<file path="src/rtl/divPkg.sv">
package divPkg;
  // Strobes issued by the sequencer to the datapath each cycle
  typedef struct packed {
    logic load;    // capture operands, first left shift
    logic step;    // one trial subtraction plus shift
    logic finish;  // correct remainder, fix signs, write outputs
  } divStrobe_t;
endpackage

</file>
<file path="src/rtl/divCtrl.sv">
module divCtrl
  import divPkg::*;
#(
  parameter int WIDTH = 32
) (
  input  logic       clk,
  input  logic       rstN,
  input  logic       start,
  input  logic       divisorZero,
  output divStrobe_t strobe,
  output logic       busy,
  output logic       done
);
  localparam int CW = $clog2(WIDTH);
  localparam logic [CW-1:0] LAST = CW'(WIDTH - 1);

  typedef enum logic [1:0] {S_IDLE, S_RUN, S_FIX} state_t;

  state_t        state;
  logic [CW-1:0] count;

  always_comb begin
    strobe.load   = (state == S_IDLE) && start;
    strobe.step   = (state == S_RUN);
    strobe.finish = (state == S_FIX);
  end

  assign busy = (state != S_IDLE);

  always_ff @(posedge clk or negedge rstN) begin
    if (!rstN) begin
      state <= S_IDLE;
      count <= '0;
      done  <= 1'b0;
    end else begin
      done <= 1'b0;
      case (state)
        S_IDLE: begin
          if (start) begin
            count <= '0;
            state <= divisorZero ? S_FIX : S_RUN;
          end
        end
        S_RUN: begin
          count <= count + 1'b1;
          if (count == LAST) state <= S_FIX;
        end
        S_FIX: begin
          done  <= 1'b1;
          state <= S_IDLE;
        end
        default: state <= S_IDLE;
      endcase
    end
  end

  // done lasts exactly one cycle
  a_r2_done_pulse: assert property (@(posedge clk) disable iff (!rstN)
    done |=> !done);

  // an accepted start makes the block busy on the next cycle
  a_r1_busy_after_start: assert property (@(posedge clk) disable iff (!rstN)
    (!busy && start) |=> busy);

  // a start while iterating does not disturb the iteration count
  a_r7_start_ignored: assert property (@(posedge clk) disable iff (!rstN)
    (state == S_RUN && count != LAST && start) |=> (state == S_RUN && count == $past(count) + 1'b1));
endmodule

</file>
<file path="src/rtl/divDatapath.sv">
module divDatapath
  import divPkg::*;
#(
  parameter int WIDTH = 32
) (
  input  logic             clk,
  input  logic             rstN,
  input  divStrobe_t       strobe,
  input  logic             signedMode,
  input  logic [WIDTH-1:0] dividend,
  input  logic [WIDTH-1:0] divisor,
  output logic             divisorZero,
  output logic             divByZero,
  output logic [WIDTH-1:0] quotientLo,
  output logic [WIDTH-1:0] remainderHi
);
  localparam int W2 = 2 * WIDTH;

  logic [W2-1:0]    work;      // {partial remainder, dividend/quotient}
  logic             spill;     // bit shifted out above the upper half
  logic [WIDTH-1:0] divReg;
  logic [WIDTH-1:0] rawDividend;
  logic             negQuot, negRem, zeroSeen;

  logic [WIDTH-1:0] magA, magB;
  logic [WIDTH+1:0] trial;
  logic             trialNeg;
  logic [WIDTH-1:0] qMag, rMag;

  assign divisorZero = (divisor == '0);
  assign magA = (signedMode && dividend[WIDTH-1]) ? -dividend : dividend;
  assign magB = (signedMode && divisor[WIDTH-1])  ? -divisor  : divisor;

  // Single-width subtract on the upper half, widened by the spill bit
  assign trial    = {1'b0, spill, work[W2-1:WIDTH]} - {2'b00, divReg};
  assign trialNeg = trial[WIDTH+1];

  assign qMag = work[WIDTH-1:0];
  assign rMag = {spill, work[W2-1:WIDTH+1]};

  always_ff @(posedge clk or negedge rstN) begin
    if (!rstN) begin
      work        <= '0;
      spill       <= 1'b0;
      divReg      <= '0;
      rawDividend <= '0;
      negQuot     <= 1'b0;
      negRem      <= 1'b0;
      zeroSeen    <= 1'b0;
      divByZero   <= 1'b0;
      quotientLo  <= '0;
      remainderHi <= '0;
    end else begin
      if (strobe.load) begin
        work        <= {{(WIDTH-1){1'b0}}, magA, 1'b0};
        spill       <= 1'b0;
        divReg      <= magB;
        rawDividend <= dividend;
        negQuot     <= signedMode && (dividend[WIDTH-1] ^ divisor[WIDTH-1]);
        negRem      <= signedMode && dividend[WIDTH-1];
        zeroSeen    <= divisorZero;
      end
      if (strobe.step) begin
        if (trialNeg) begin
          spill <= work[W2-1];
          work  <= {work[W2-2:0], 1'b0};
        end else begin
          spill <= trial[WIDTH-1];
          work  <= {trial[WIDTH-2:0], work[WIDTH-1:0], 1'b1};
        end
      end
      if (strobe.finish) begin
        divByZero <= zeroSeen;
        if (zeroSeen) begin
          quotientLo  <= '1;
          remainderHi <= rawDividend;
        end else begin
          quotientLo  <= negQuot ? -qMag : qMag;
          remainderHi <= negRem  ? -rMag : rMag;
        end
      end
    end
  end

  // before each trial the shifted partial remainder is below twice the divisor
  a_r3_partial_bound: assert property (@(posedge clk) disable iff (!rstN)
    strobe.step |-> ({1'b0, spill, work[W2-1:WIDTH]} < {1'b0, divReg, 1'b0}));

  // zero divisor yields all-ones quotient and the flag
  a_r6_zero_result: assert property (@(posedge clk) disable iff (!rstN)
    (strobe.finish && zeroSeen) |=> (divByZero && quotientLo == '1 && remainderHi == $past(rawDividend)));

  // results hold except on the finishing edge
  a_r8_hold: assert property (@(posedge clk) disable iff (!rstN)
    !strobe.finish |=> ($stable(quotientLo) && $stable(remainderHi) && $stable(divByZero)));
endmodule

</file>
<file path="src/rtl/restoringDivider.sv">
module restoringDivider
  import divPkg::*;
#(
  parameter int WIDTH = 32
) (
  input  logic             clk,
  input  logic             rstN,
  input  logic             start,
  input  logic             signedMode,
  input  logic [WIDTH-1:0] dividend,
  input  logic [WIDTH-1:0] divisor,
  output logic             busy,
  output logic             done,
  output logic             divByZero,
  output logic [WIDTH-1:0] quotientLo,
  output logic [WIDTH-1:0] remainderHi
);
  divStrobe_t strobe;
  logic       divisorZero;

  divCtrl #(.WIDTH(WIDTH)) uCtrl (
    .clk(clk), .rstN(rstN), .start(start), .divisorZero(divisorZero),
    .strobe(strobe), .busy(busy), .done(done)
  );

  divDatapath #(.WIDTH(WIDTH)) uPath (
    .clk(clk), .rstN(rstN), .strobe(strobe), .signedMode(signedMode),
    .dividend(dividend), .divisor(divisor), .divisorZero(divisorZero),
    .divByZero(divByZero), .quotientLo(quotientLo), .remainderHi(remainderHi)
  );

  // the done cycle is never a busy cycle
  a_r1_done_not_busy: assert property (@(posedge clk) disable iff (!rstN)
    done |-> !busy);
endmodule

</file>
<file path="config.mk">
export PLATFORM = sky130hd
export DESIGN_NAME = restoringDivider
export DESIGN_NICKNAME = d
export VERILOG_FILES = /design/src/rtl/divPkg.sv /design/src/rtl/divCtrl.sv /design/src/rtl/divDatapath.sv /design/src/rtl/restoringDivider.sv
export SDC_FILE = /design/constraint.sdc
export NUM_CORES = 1
export LEC_CHECK = 0
export BUFFER_PORTS_ARGS = -buffer_cell sky130_fd_sc_hd__buf_2
export CAP_MARGIN = 20
export CORE_MARGIN = 2
export CORE_UTILIZATION = 50
export CTS_BUF_LIST = sky130_fd_sc_hd__clkbuf_4 sky130_fd_sc_hd__clkbuf_8
export DETAILED_ROUTE_END_ITERATION = 7
export GPL_ROUTABILITY_DRIVEN = 0
export GPL_TIMING_DRIVEN = 0
export HOLD_SLACK_MARGIN = 0.08
export PLACE_DENSITY_LB_ADDON = 0.1
export SYNTH_ARGS = -nofsm -noshare
export SYNTH_HDL_FRONTEND = slang
export SYNTH_SLANG_ARGS = --single-unit
</file>
<file path="constraint.sdc">
create_clock -name clk -period 8.9 [get_ports clk]
set_input_delay 1.78 -clock clk [delete_from_list [all_inputs] [get_ports clk]]
set_output_delay 1.78 -clock clk [all_outputs]
set_load 0.1 [all_outputs]
</file>
==> results <==
- The flow ran to the end, and the final reports show no timing, DRC or antenna violations.
- The worst slack after detailed placement is 3880 ps.
- The share of final-layout standard cells stronger than drive strength 1 is 13.2%.
- The number of nets produced by synthesis is 1579.
- The dominant cell type by area after synthesis is sky130_fd_sc_hd__dfrtp_1.
- The transition time of the tightest slew-check pin is 919 ps.
- The detailed router placed 11400 vias in this run.
- Clock tree synthesis found a total of 205 sinks.
- The all-layer global routing usage is 27.9%.
- The data required time at the worst endpoint is 9350 ps.
- The first routing iteration left 820 violations.
- The number of synthesized flops with an enable pin is 0.
- The number of distinct library cells after synthesis is 63.
- Summed over all nets, the switching power comes to 2.82 mW.
- Of the total power, the share spent switching nets is 47.9%.
- The element type at the critical path start is a primary input.
- The share of total power dissipated in sequential elements is 28.9%.
- The critical path is of the in -> reg type.
- The core region is 0.0244 sq mm.
- Combinational cells account for 54.6% of the total power.
- The horizontal die dimension is 162 um.
- The number of clock buffers added by TritonCTS is 36.
- The post-route minimum period is 4530 ps.
- The slowest cell on the critical path is sky130_fd_sc_hd__nor3_1.
- The maximum frequency from static timing analysis is 0.221 GHz.
- The starting utilization of the core area is 51.1%.
- The internal cell power is 3.06 mW.
- Per report_power, the clock group accounts for 16.5% of the total.
- At the later pin of the worst-skew pair, clock insertion delay measures 530 ps.
- The number of buffers on the longest clock path is 3.
- Clock-pin slew was measured on the worst setup and hold paths at 70 ps.
- The initial antenna violation count is 0.
- Setup repair after global routing left no endpoint under its margin.
- The final total negative setup slack is 0 ps.
- The pre-antenna-repair detailed-routing pass consisted of 7 iterations.
- The via count of the first global-routing pass is 11100.
- Summed over all layers, the global routing overflow is 0.
- In this run the tool buffered the top-level ports with 134 buffer cells.
- The worst flop-to-flop path startpoint is uPath.work[52]$_DFFE_PN0P_.
- The largest single stage delay on the critical path is 610 ps.
- The warning count from the yosys run is 0.
- The number of nets in the layout is 1752.
- The final wirelength is 36400 um.
- The number of buffers inserted to repair setup after CTS is 0.
- The data arrival time of the worst path is 4990 ps.
- The die covers 0.0262 sq mm.
- In the final routed layout, each cell accounts on average for 18.2 um.
- The final hold violation count is 0.
- The routed via count divided by cell count is 5.71.
- The worst path uses 50.9% of the clock period.
- In this run the worst hold path is classified as reg -> reg.
- The number of remaining DRC errors is 0.
- After synthesis, the share of flip-flops with an asynchronous set or reset is 100%.
- The capturing element type of the critical path is a register.
- The count of boundary I/O pins is 135.
- The TritonCTS clock tree is done.
- The tree is rooted in a sky130_fd_sc_hd__clkbuf_8.
- The initialized floorplan defines 57 standard-cell rows.
- In this run the worst path has a maximum fanout of 4.
- Together, buffers and inverters on the worst path number 2.
- Entering global routing, the biggest net connects 117 pins.
- For this run, the leading register cell type out of synthesis is sky130_fd_sc_hd__dfrtp_1.
- The final worst slack is 4370 ps.
- The layout has 2271 filler cells.
- The die boundary height is 162 um.
- The H-tree was split into 2 levels.
- After synthesis, the cell types taking the most area are sky130_fd_sc_hd__dfrtp_1 (41%), sky130_fd_sc_hd__nand2_1 (7.3%), sky130_fd_sc_hd__o21ai_0 (7.2%), sky130_fd_sc_hd__xor2_1 (6.4%), sky130_fd_sc_hd__a21oi_1 (4.0%).
- Ranked by instance count, the synthesized netlist is headed by sky130_fd_sc_hd__nand2_1 (241), sky130_fd_sc_hd__dfrtp_1 (205), sky130_fd_sc_hd__o21ai_0 (179).
- Post-CTS repair changed the size of 0 cells.
- Setup violations remaining at the end of the flow were counted as 0.
- The normalized max-slew margin is 38.7%.
- After synthesis, the largest area contributor takes up 41.1% of total cell area.
- The standby leakage power is 6.53 nW.
- Once detail routing completed, the nets flagged for antenna violations numbered 0.
- The count of final max-slew check failures is 0.
- The max-cap violation count is 0.
- Walking the worst path, the cells encountered are buf_2 -> inv_1 -> ha_1 -> or3b_2 -> and4bb_2 -> nand3b_1 -> or4_1 -> or4_1 -> nor3_1 -> nand3b_1 -> a21oi_1.
- The count of mapped cells out of synthesis is 1472.
- The count of hold buffers inserted by post-cts repair is 0.
- Sequential cells were found to cover 41.1% of the synthesized design area.
- The first global-routing pass estimated 58500 um of wire.
- The worst hold path startpoint is uPath.divByZero$_DFFE_PN0P_.
- Once detailed placement completed, the half-perimeter wirelength came to 27400 um.
- Among all cell types in the netlist, the one instantiated most often is sky130_fd_sc_hd__nand2_1.
- Among cell families on the critical path, the largest total delay comes from simple AND/OR/NAND/NOR gates.
- The power density over the cells is 408 mW/mm^2.
- The area growth from synthesis to layout is 15.5%.
- The post-synthesis area per instance is 8.47 sq um.
- The worst voltage drop across the vdd grid is 0.000150 V.
- Summing every instance area after synthesis gives 0.0125 sq mm.
- Across the routed clock network, the largest skew measured is 15.5 ps.
- In this run the worst setup path begins at divisor[0].
- The total of flip-flops plus latches after synthesis is 205.
- The diode insertion count for antenna repair is 0.
## worst register-to-register path, cell delays in order (launching register included)
cell and delay, ps:
sky130_fd_sc_hd__dfrtp_1 480, sky130_fd_sc_hd__ha_1 310, sky130_fd_sc_hd__clkbuf_1 220, sky130_fd_sc_hd__a21oi_1 360, sky130_fd_sc_hd__nor2_1 80, sky130_fd_sc_hd__o32ai_1 470
sky130_fd_sc_hd__o22a_1 230, sky130_fd_sc_hd__o21ai_0 150, sky130_fd_sc_hd__a221oi_2 760, sky130_fd_sc_hd__nand2b_1 190, sky130_fd_sc_hd__clkbuf_1 440, sky130_fd_sc_hd__o21ai_0 180
## path summary, 6_finish.rpt
check | end | slack, ps | cells after the start
worst max-delay path | uCtrl.state[1]$_DFFE_PN0P_ | 4370 | 11
worst min-delay path | uPath.divByZero$_DFFE_PN0P_ | 470 | 2
worst max register to register | uPath.work[36]$_DFFE_PN0P_ | 4900 | 11
worst min register to register | uPath.divByZero$_DFFE_PN0P_ | 470 | 2
max in group asynchronous | uPath.divReg[2]$_DFFE_PN0P_ | 6650 | 2
min in group asynchronous | uPath.quotientLo[25]$_DFFE_PN0P_ | 1290 | 1
## cells in the final DEF (no fill, tap or decap), types with 34 or more instances in the layout
cell type,count
sky130_fd_sc_hd__clkbuf_8,49
sky130_fd_sc_hd__xnor2_1,51
sky130_fd_sc_hd__a21oi_1,100
sky130_fd_sc_hd__nand3_1,38
sky130_fd_sc_hd__o21ai_0,179
sky130_fd_sc_hd__buf_2,137
sky130_fd_sc_hd__inv_1,53
sky130_fd_sc_hd__clkbuf_1,66
sky130_fd_sc_hd__nor2_1,104
sky130_fd_sc_hd__dfrtp_1,205
sky130_fd_sc_hd__nand2_1,241
sky130_fd_sc_hd__xor2_1,91
sky130_fd_sc_hd__o31ai_1,34
sky130_fd_sc_hd__ha_1,38
## layer usage
metal | GRT usage, % | up-vias | part of all wire, %
met3 | 4.11 | 77 | 5.9
met5 | 0 | - | 0
li1 | - | 5536 | -
met2 | 47.1 | 391 | 48
met1 | 36.0 | 5391 | 43
met4 | 12.1 | 0 | 3.7
## state kept, by name, summed over array words and instances, names as in the netlist, 2 cells and up
signal             cells
uPath.work            64
uPath.quotientLo      32
uCtrl.state            2
uPath.rawDividend     32
uPath.divReg          32
uCtrl.count            5
uPath.remainderHi     32
## kinds of logic (layout without fill, tap and decap cells)
kind of cell / count (synthesis) / count (layout) / share of synthesized area [%]
adder cells (fa/ha/maj): 39 / 39 / 3.97
multiplexers: 27 / 27 / 2.19
AND/OR/NAND/NOR: 501 / 501 / 18.2
XOR/XNOR: 142 / 142 / 9.97
buffers and inverters: 131 / 332 / 3.98
AO/OA/AOI/OAI: 427 / 427 / 20.5
flip-flops: 205 / 205 / 41.1
## power groups by stage
stage,logic [mW],clock network (mW),registers [mW]
6_report,3.21,0.973,1.70
5_1_grt,3.59,1.02,1.75
4_1_cts,3.19,0.986,1.68
3_5_place_dp,3.18,0,1.70
3_3_place_gp,3.13,0,1.68
2_1_floorplan,2.19,0,1.87
## cell type report
cell class,count,area [sq um],share of cell area (%)
tap,324,405,2.81
multi-input combinational,1136,6840,47.5
timing repair buffer,135,708,4.92
clock inverter,6,65.1,0.452
sequential,205,5130,35.6
inverter,53,199,1.38
clock buffer,60,757,5.26
buffer,78,298,2.07
## stage by stage
step / instances / utilization (%) / hold slack, ps / power [mW] / instance area (sq um)
after floorplan: 1472 / - / 437 / 4.06 / 12500
after global placement: 1930 / 55.5 / 446 / 4.81 / 13500
after detailed placement: 1931 / 55.7 / 455 / 4.87 / 13600
after CTS: 1997 / 59.1 / 476 / 5.86 / 14400
after global routing: 1997 / 59.1 / 490 / 6.36 / 14400
final: 1997 / 59.1 / 472 / 5.88 / 14400
No activity file was read; power rests on OpenSTA's default activity.
